<file path="config.mk">
export PLATFORM = sky130hd
export DESIGN_NAME = subword_align
export DESIGN_NICKNAME = d
export VERILOG_FILES = /design/src/rtl/align_pkg.sv /design/src/rtl/align_lane_pick.sv /design/src/rtl/align_extend.sv /design/src/rtl/align_store_rep.sv /design/src/rtl/subword_align.sv
export SDC_FILE = /design/constraint.sdc
export NUM_CORES = 1
export LEC_CHECK = 0
export ABC_AREA = 1
export BUFFER_PORTS_ARGS = -buffer_cell sky130_fd_sc_hd__buf_2
export CORE_MARGIN = 3
export CORE_UTILIZATION = 50
export CTS_BUF_LIST = sky130_fd_sc_hd__clkbuf_8
export DETAILED_ROUTE_END_ITERATION = 8
export PLACE_DENSITY = 0.83
export SYNTH_ARGS = -nofsm -noshare
export SYNTH_HDL_FRONTEND = slang
export SYNTH_HIERARCHICAL = 1
export SYNTH_SLANG_ARGS = --single-unit
</file>
<file path="constraint.sdc">
create_clock -name clk -period 1.1 [get_ports clk]
set_input_delay 0.055 -clock clk [delete_from_list [all_inputs] [get_ports clk]]
set_output_delay 0.055 -clock clk [all_outputs]
set_load 0.02 [all_outputs]
</file>
<file path="src/rtl/align_pkg.sv">
package align_pkg;

  typedef enum logic [1:0] {
    XF_WORD  = 2'b00,
    XF_UHALF = 2'b01,
    XF_SBYTE = 2'b10,
    XF_SHALF = 2'b11
  } xfer_kind_e;

  function automatic xfer_kind_e kind_of(input logic sgn, input logic half);
    case ({sgn, half})
      2'b01:   return XF_UHALF;
      2'b10:   return XF_SBYTE;
      2'b11:   return XF_SHALF;
      default: return XF_WORD;
    endcase
  endfunction

endpackage

</file>
<file path="src/rtl/align_lane_pick.sv">
module align_lane_pick #(
  parameter int DATA_W = 32,
  parameter int BYTE_W = 8,
  localparam int LANES  = DATA_W / BYTE_W,
  localparam int HALVES = LANES / 2,
  localparam int HALF_W = 2 * BYTE_W,
  localparam int ADDR_W = $clog2(LANES)
) (
  input  logic [ADDR_W-1:0] addr,
  input  logic              big_end,
  input  logic [DATA_W-1:0] rd_data,
  output logic [BYTE_W-1:0] byte_val,
  output logic [HALF_W-1:0] half_val
);

  logic [BYTE_W-1:0] lane_b [LANES];
  logic [HALF_W-1:0] lane_h [HALVES];
  logic [ADDR_W-1:0] b_idx;
  logic [ADDR_W-2:0] h_idx;

  for (genvar gi = 0; gi < LANES; gi++) begin : g_byte
    assign lane_b[gi] = rd_data[gi*BYTE_W +: BYTE_W];
  end

  for (genvar gh = 0; gh < HALVES; gh++) begin : g_half
    assign lane_h[gh] = rd_data[gh*HALF_W +: HALF_W];
  end

  // Big-endian mirrors the lane index.
  assign b_idx = addr ^ {ADDR_W{big_end}};
  assign h_idx = addr[ADDR_W-1:1] ^ {(ADDR_W-1){big_end}};

  assign byte_val = lane_b[b_idx];
  assign half_val = lane_h[h_idx];

endmodule

</file>
<file path="src/rtl/align_extend.sv">
module align_extend
  import align_pkg::*;
#(
  parameter int DATA_W = 32,
  parameter int BYTE_W = 8,
  localparam int HALF_W = 2 * BYTE_W
) (
  input  xfer_kind_e        kind,
  input  logic [BYTE_W-1:0] byte_val,
  input  logic [HALF_W-1:0] half_val,
  input  logic [DATA_W-1:0] word_val,
  output logic [DATA_W-1:0] ext_val
);

  always_comb begin
    case (kind)
      XF_UHALF: ext_val = {{(DATA_W-HALF_W){1'b0}}, half_val};
      XF_SHALF: ext_val = {{(DATA_W-HALF_W){half_val[HALF_W-1]}}, half_val};
      XF_SBYTE: ext_val = {{(DATA_W-BYTE_W){byte_val[BYTE_W-1]}}, byte_val};
      default:  ext_val = word_val;
    endcase
  end

endmodule

</file>
<file path="src/rtl/align_store_rep.sv">
module align_store_rep #(
  parameter int DATA_W = 32,
  parameter int BYTE_W = 8,
  localparam int HALF_W = 2 * BYTE_W,
  localparam int HALVES = DATA_W / HALF_W
) (
  input  logic              enable,
  input  logic              half,
  input  logic [DATA_W-1:0] st_data,
  output logic [DATA_W-1:0] st_bus
);

  logic [DATA_W-1:0] dup_word;

  for (genvar gh = 0; gh < HALVES; gh++) begin : g_dup
    assign dup_word[gh*HALF_W +: HALF_W] = st_data[HALF_W-1:0];
  end

  always_comb begin
    if (!enable)   st_bus = '0;
    else if (half) st_bus = dup_word;
    else           st_bus = st_data;
  end

endmodule

</file>
<file path="src/rtl/subword_align.sv">
module subword_align
  import align_pkg::*;
#(
  parameter int DATA_W = 32,
  parameter int BYTE_W = 8,
  localparam int LANES  = DATA_W / BYTE_W,
  localparam int HALF_W = 2 * BYTE_W,
  localparam int ADDR_W = $clog2(LANES)
) (
  input  logic              clk,
  input  logic              rst_n,
  input  logic              req_valid,
  input  logic              sgn,
  input  logic              half,
  input  logic              is_load,
  input  logic [ADDR_W-1:0] addr,
  input  logic              big_end,
  input  logic [DATA_W-1:0] rd_data,
  input  logic [DATA_W-1:0] st_data,
  output logic [DATA_W-1:0] st_bus,
  output logic [DATA_W-1:0] ld_result,
  output logic              ld_valid,
  output logic              err_illegal,
  output logic              err_misalign
);

  xfer_kind_e        kind;
  logic [BYTE_W-1:0] byte_val;
  logic [HALF_W-1:0] half_val;
  logic [DATA_W-1:0] ext_val;
  logic              load_take;
  logic              store_ok;

  logic [DATA_W-1:0] res_d, res_q;
  logic              vld_d, vld_q;
  logic              ill_d, ill_q;
  logic              mis_d, mis_q;

  assign kind      = kind_of(sgn, half);
  assign load_take = req_valid & is_load;
  assign store_ok  = req_valid & ~is_load & ~sgn;

  align_lane_pick #(.DATA_W(DATA_W), .BYTE_W(BYTE_W)) u_pick (
    .addr     (addr),
    .big_end  (big_end),
    .rd_data  (rd_data),
    .byte_val (byte_val),
    .half_val (half_val)
  );

  align_extend #(.DATA_W(DATA_W), .BYTE_W(BYTE_W)) u_ext (
    .kind     (kind),
    .byte_val (byte_val),
    .half_val (half_val),
    .word_val (rd_data),
    .ext_val  (ext_val)
  );

  align_store_rep #(.DATA_W(DATA_W), .BYTE_W(BYTE_W)) u_rep (
    .enable  (store_ok),
    .half    (half),
    .st_data (st_data),
    .st_bus  (st_bus)
  );

  // Next-state logic; the result register is clock-enabled by load_take.
  always_comb begin
    res_d = res_q;
    if (load_take) res_d = ext_val;
    vld_d = load_take;
    ill_d = req_valid & sgn & ~is_load;
    mis_d = req_valid & half & addr[0];
  end

  always_ff @(posedge clk or negedge rst_n) begin
    if (!rst_n) begin
      res_q <= '0;
      vld_q <= 1'b0;
      ill_q <= 1'b0;
      mis_q <= 1'b0;
    end else begin
      res_q <= res_d;
      vld_q <= vld_d;
      ill_q <= ill_d;
      mis_q <= mis_d;
    end
  end

  assign ld_result    = res_q;
  assign ld_valid     = vld_q;
  assign err_illegal  = ill_q;
  assign err_misalign = mis_q;

endmodule

</file>
## Word-level counts from Yosys, hierarchy flattened

Cells that the tools add are included.

| storage, ports and cells | value |
|---|---|
| register bits | 35 |
| input bits | 73 |
| output and inout port bits | 67 |

| cells by class | value |
|---|---|
| magnitude comparators | 2 |
| equal/unequal tests | 6 |
| multiplexer cells | 10 |
| bitwise operators | 13 |

Operator list:

| kind | count |
|---|---|
| 32-bit one-hot mux with 3 select lines | 1 |
| 32-bit 2-to-1 mux | 2 |
| 16-bit 2-to-1 mux | 3 |
| 8-bit binary-select mux with 2-bit select | 1 |
| 8-bit 2-to-1 mux | 2 |
| 2-bit equality test (second input constant) | 4 |
| 1-bit bitwise AND | 7 |
| 2-bit one-hot mux with 3 select lines | 1 |
| 2-bit by 1-bit equality test with 1-bit output (second input constant) | 2 |
| 3-bit >= comparator (second input constant) | 1 |
| 2-bit inverter with 3-bit output | 1 |
| 2-bit >= comparator (second input constant) | 1 |
| 1-bit inverter | 2 |
| 1-bit inverter with 2-bit output | 1 |
| 2-bit bitwise XOR | 1 |
| 1-bit bitwise XOR | 1 |

## Longest topological paths before layout

| logic depth | value |
|---|---|
| depth in word-level cells | 6 |
| depth in mapped cells | 12 |
| gate-level depth less buffers | 10 |

## Modules after synthesis

Netlist, hierarchy kept.

By module, submodules not included:

| module | instances | cells each | area an instance (µm²) |
|---|---|---|---|
| subword_align | 1 | 154 | 1480.2 |
| align_lane_pick | 1 | 128 | 715.7 |
| align_extend | 1 | 100 | 659.4 |
| align_store_rep | 1 | 118 | 471.7 |

## Worst setup path before layout

No wires, ideal clock.

| timing | value |
|---|---|
| path type | input-to-reg |
| start | input big_end |
| end | register res_q[18] (netlist: ld_result[18]) |
| library setup time | 0.065 ns |
| arrival time | 1.245 ns |
| path slack | -0.210 ns |
| stages | 10 |
| path through | buf_6 > xnor2_2 > buf_6 > nand3_1 > nand2_1 > nand3_4 > buf_12 > nand3_2 > nand3_1 > nand2_1 |

| on the way | value |
|---|---|
| longest elaborated chain between the ends | 6 |
| elaborated cells on any way between the ends | 11 |

Ends and longest elaborated chain:

| element | RTL line | RTL |
|---|---|---|
| start: declaration | subword_align.sv:17 | `input logic big_end,` |
| 2-bit bitwise XOR | align_lane_pick.sv:30 | `assign b_idx = addr ^ {ADDR_W{big_end}};` |
| 2-bit inverter with 3-bit output (not written as such) | align_lane_pick.sv:33 | `assign byte_val = lane_b[b_idx];` |
| 8-bit binary-select mux with 2-bit select | align_lane_pick.sv:33 |  |
| 8-bit 2-to-1 mux (not written as such) (2 in series) | align_lane_pick.sv:33 |  |
| net byte_val[7] | subword_align.sv:28 | `logic [BYTE_W-1:0] byte_val;` |
| 32-bit one-hot mux with 3 select lines | align_extend.sv:16 | `case (kind)` |
| net ext_val[18] | subword_align.sv:30 | `logic [DATA_W-1:0] ext_val;` |
| end signal: assignment | subword_align.sv:82 | `res_q <= res_d;` |
| end: declaration | subword_align.sv:34 | `logic [DATA_W-1:0] res_d, res_q;` |

The timed path passes the listed nets, and every way through them passes these cells. The select of a mux whose other input is x is not followed.
A chain may end at the register's enable or synchronous reset.

## Worst setup path after layout

| timing | value |
|---|---|
| start | input big_end |
| end | register res_q[19] (netlist: ld_result[19]) |

| on the way | value |
|---|---|
| longest elaborated chain between the ends | 6 |
| elaborated cells on any way between the ends | 11 |

Ends and longest elaborated chain:

| element | RTL line | RTL |
|---|---|---|
| 1-bit bitwise XOR | align_lane_pick.sv:31 | `assign h_idx = addr[ADDR_W-1:1] ^ {(ADDR_W-1){big_end}};` |
| 1-bit inverter with 2-bit output (not written as such) | align_lane_pick.sv:34 | `assign half_val = lane_h[h_idx];` |
| 16-bit 2-to-1 mux (not written as such) (3 in series) | align_lane_pick.sv:34 |  |
| net half_val[15] | subword_align.sv:29 | `logic [HALF_W-1:0] half_val;` |
| 32-bit one-hot mux with 3 select lines | align_extend.sv:16 |  |
| net ext_val[19] | subword_align.sv:30 |  |

The timed path passes the listed nets, and every way through them passes these cells. The select of a mux whose other input is x is not followed.

==> run summary <==
Unique cell type count in the Yosys netlist = 23
Static leakage = 0.002780 uW
# IOs = 140
RR Endpoint = ld_result[12]$_DFFE_PN0P_
CTS tree = yes
Tot Pwr = 4721 uW
GRT overflow = 0
Setup violations, final = 0
Initial antenna violation count = 0
Residual DRC count = 0
Post-DRT Antenna Nets = 0
Row cnt = 29
Nets = 723
Number of flops mapped to enable cells by yosys = 0
HP Class = in2reg
Worst Path Buf+Inv = 2
Inserted Diodes = 0
Die Wd = 87.57 um
WL per Instance = 13.76 um
Fillers = 561
Max rail drop VDD = 0.8357 mV
Classification of the worst setup path = in2reg
Synth warnings = 6
Post-Synthesis Cells = 500
Rel. slew slack = 77.80%
Final min period = 1022 ps
Period utilization = 92.87%
Critical-path maximum fanout = 10
Die ar. = 7669 um2
Max Slew Vio Count = 0
CTS clk-pin slew, worst paths = 80 ps
H-tree levels = 2
CTS Buffer Depth = 2
Core ar. = 6386 um2
CP endpoint kind = flop
RSZ-0062 raised after global routing = true
Sequential cell area fraction in the yosys report = 26.33%
Data required, critical path = 1340 ps
Least-Margin Pin Slew = 333.0 ps
Layout cell share with drive strength beyond 1 = 38.71%
Fin. Hold Viols = 0
RR Startpoint = ld_result[12]$_DFFE_PN0P_
Largest net degree at the start of global routing = 36
Critical Path AT = 1260 ps
Routed WL = 10.02 mm
Worst setup startpoint = big_end
PwrDens = 1087 nW/um2
Hold Startpoint = addr[0]
Main flop type after synthesis = dfrtp_1
# port buffers = 139
Initial core utilization = 52.10%
Setup_tns = 0 ps
GRT Util Overall = 26.50%
Worst hold margin = 4.837 ps
Clk_skew = 0 ps
TritonCTS Sinks = 35
Worst setup SP type = input pin
First-pass GRT wire length = 16.19 mm
Final Wtd Congestion = 0.8720
Status = finished clean
Cell Chain, Critical Path = clkbuf_4 > xnor2_4 > nand2_2 > o21ai_4 > nand3_4 > buf_12 > nand3_2 > nand3_1 > nand2_1
Area growth syn-to-layout = 30.50%
Post-CTS Setup Repair Bufs = 0
Flop2flop setup slack = 430 ps
Max-cap check violation count = 0
Synth async-reset ratio = 100.0%
CP max stage delay = 310 ps
WP depth = 9
TritonCTS Buffers = 5
DRT iter0 DRCs = 285
FF-to-FF path depth = 2
Initial DRT Pass Iterations = 5
Number of synthesized register bits = 35
DP Wirelength = 7.819 mm
Net count after synthesis = 573
Mapped cell area = 3327 um2
Via density per instance = 5.216
Critical Path End = ld_result[19]$_DFFE_PN0P_
Max Freq = 978.9 MHz
DIE HEIGHT = 87.57 um
Clock root cell = clkbuf_8
Clock latency on the worst-skew pair = 290 ps
CP max stage cell = xnor2_4
CP top delay family = simple AND/OR/NAND/NOR gates
Vias = 3,797
Vias in the first global route = 3,541
Synthesized area per cell = 6.654 um2
-- through the flow --
step	instance area [um2]	cells	utilization, %	setup WS (ps)
floorplan	3387	500	-	-91.68
global placement	4182	719	65.48	-213.0
detailed placement	4182	719	65.48	-251.8
CTS	4308	728	67.46	35.63
global route	4342	728	67.99	-11.69
finish	4342	728	67.99	78.45
-- worst reg2reg max path, cell delays in order, from the launching register on --
cell and delay [ps]:
dfrtp_1 430, nand2_2 90, nand2_1 50
-- cell type report --
| cell class | count | area, um2 | share of cell area, % |
|---|---|---|---|
| Multi-Input combinational cell | 368 | 1906 | 43.89 |
| Timing Repair Buffer | 178 | 1109 | 25.53 |
| Sequential cell | 35 | 875.8 | 20.17 |
| Inverter | 62 | 242.7 | 5.591 |
| Tap cell | 77 | 96.34 | 2.219 |
| Clock buffer | 5 | 68.82 | 1.585 |
| Clock inverter | 3 | 43.79 | 1.009 |
-- power by group --
part           internal [uW]  switching [uW]
clock network            676             530
logic                    750            1180
registers               1480             111
-- registers in the layout, summed over array words and instances, names as in the netlist --
name	cells
ld_result	32
err_illegal	1
err_misalign	1
ld_valid	1
-- per-layer routing --
| layer | track usage [%] | up-vias | share of wire (%) |
|---|---|---|---|
| li1 | - | 1847 | - |
| met1 | 35.14 | 1752 | 41 |
| met2 | 44.04 | 178 | 48 |
| met3 | 3.951 | 20 | 8.1 |
| met4 | 9.205 | 0 | 2.2 |
| met5 | 0 | - | 0 |
-- worst min-delay path by stage --
stage                                to  slack [ps]  cells past startpoint
2_1_floorplan     err_illegal$_DFF_PN0_        -240                      0
5_1_grt          err_misalign$_DFF_PN0_          30                      3
6_report         err_misalign$_DFF_PN0_           5                      3
4_1_cts          err_misalign$_DFF_PN0_           6                      3
3_5_place_dp   ld_result[3]$_DFFE_PN0P_          30                      2
3_3_place_gp   ld_result[1]$_DFFE_PN0P_          30                      2
-- cell usage in the layout (no fill, tap or decap), types with 2 or more instances in the layout --
| cell type | count |
|---|---|
| nand2_2 | 15 |
| nand2_4 | 3 |
| nand3b_1 | 8 |
| nand3_4 | 2 |
| buf_12 | 8 |
| nor2_2 | 2 |
| nand3_2 | 24 |
| buf_2 | 138 |
| inv_1 | 60 |
| nand3_1 | 79 |
| nand2_1 | 182 |
| o21ai_2 | 14 |
| clkbuf_8 | 5 |
| nor2_1 | 33 |
| buf_6 | 2 |
| buf_4 | 27 |
| dfrtp_1 | 35 |
-- cell families (layout without fill, tap and decap cells) --
logic type             after synthesis  count (layout)  share of synthesized area (%)
AND/OR/NAND/NOR                    350             350                          50.36
buffers and inverters               97             248                          18.24
flip-flops                          35              35                          26.33
AO/OA/AOI/OAI                       16              16                          4.099
XOR/XNOR                             2               2                         0.9781
-- cell usage after synthesis, types with 2 or more instances --
master | n | share of area (%)
buf_12 | 3 | 1.8
buf_2 | 5 | 0.75
buf_4 | 3 | 0.68
buf_6 | 21 | 7.1
clkbuf_1 | 2 | 0.23
dfrtp_1 | 35 | 26
inv_1 | 61 | 6.9
nand2_1 | 184 | 21
nand2_2 | 16 | 3.0
nand3_1 | 83 | 12
nand3_2 | 20 | 6.0
nand3_4 | 2 | 1.1
nand3b_1 | 8 | 1.8
nor2_1 | 34 | 3.8
o21ai_2 | 15 | 3.9
-- timing repair --
| item | CTS | global route |
|---|---|---|
| endpoints found under the hold margin | 35 | 0 |
| pin swaps | 0 | 0 |
| endpoints found under the setup margin | 16 | 23 |
| gates resized for setup | 1 | 8 |
| hold buffers | 1 | 0 |
No activity file was read; power rests on OpenSTA's default activity.
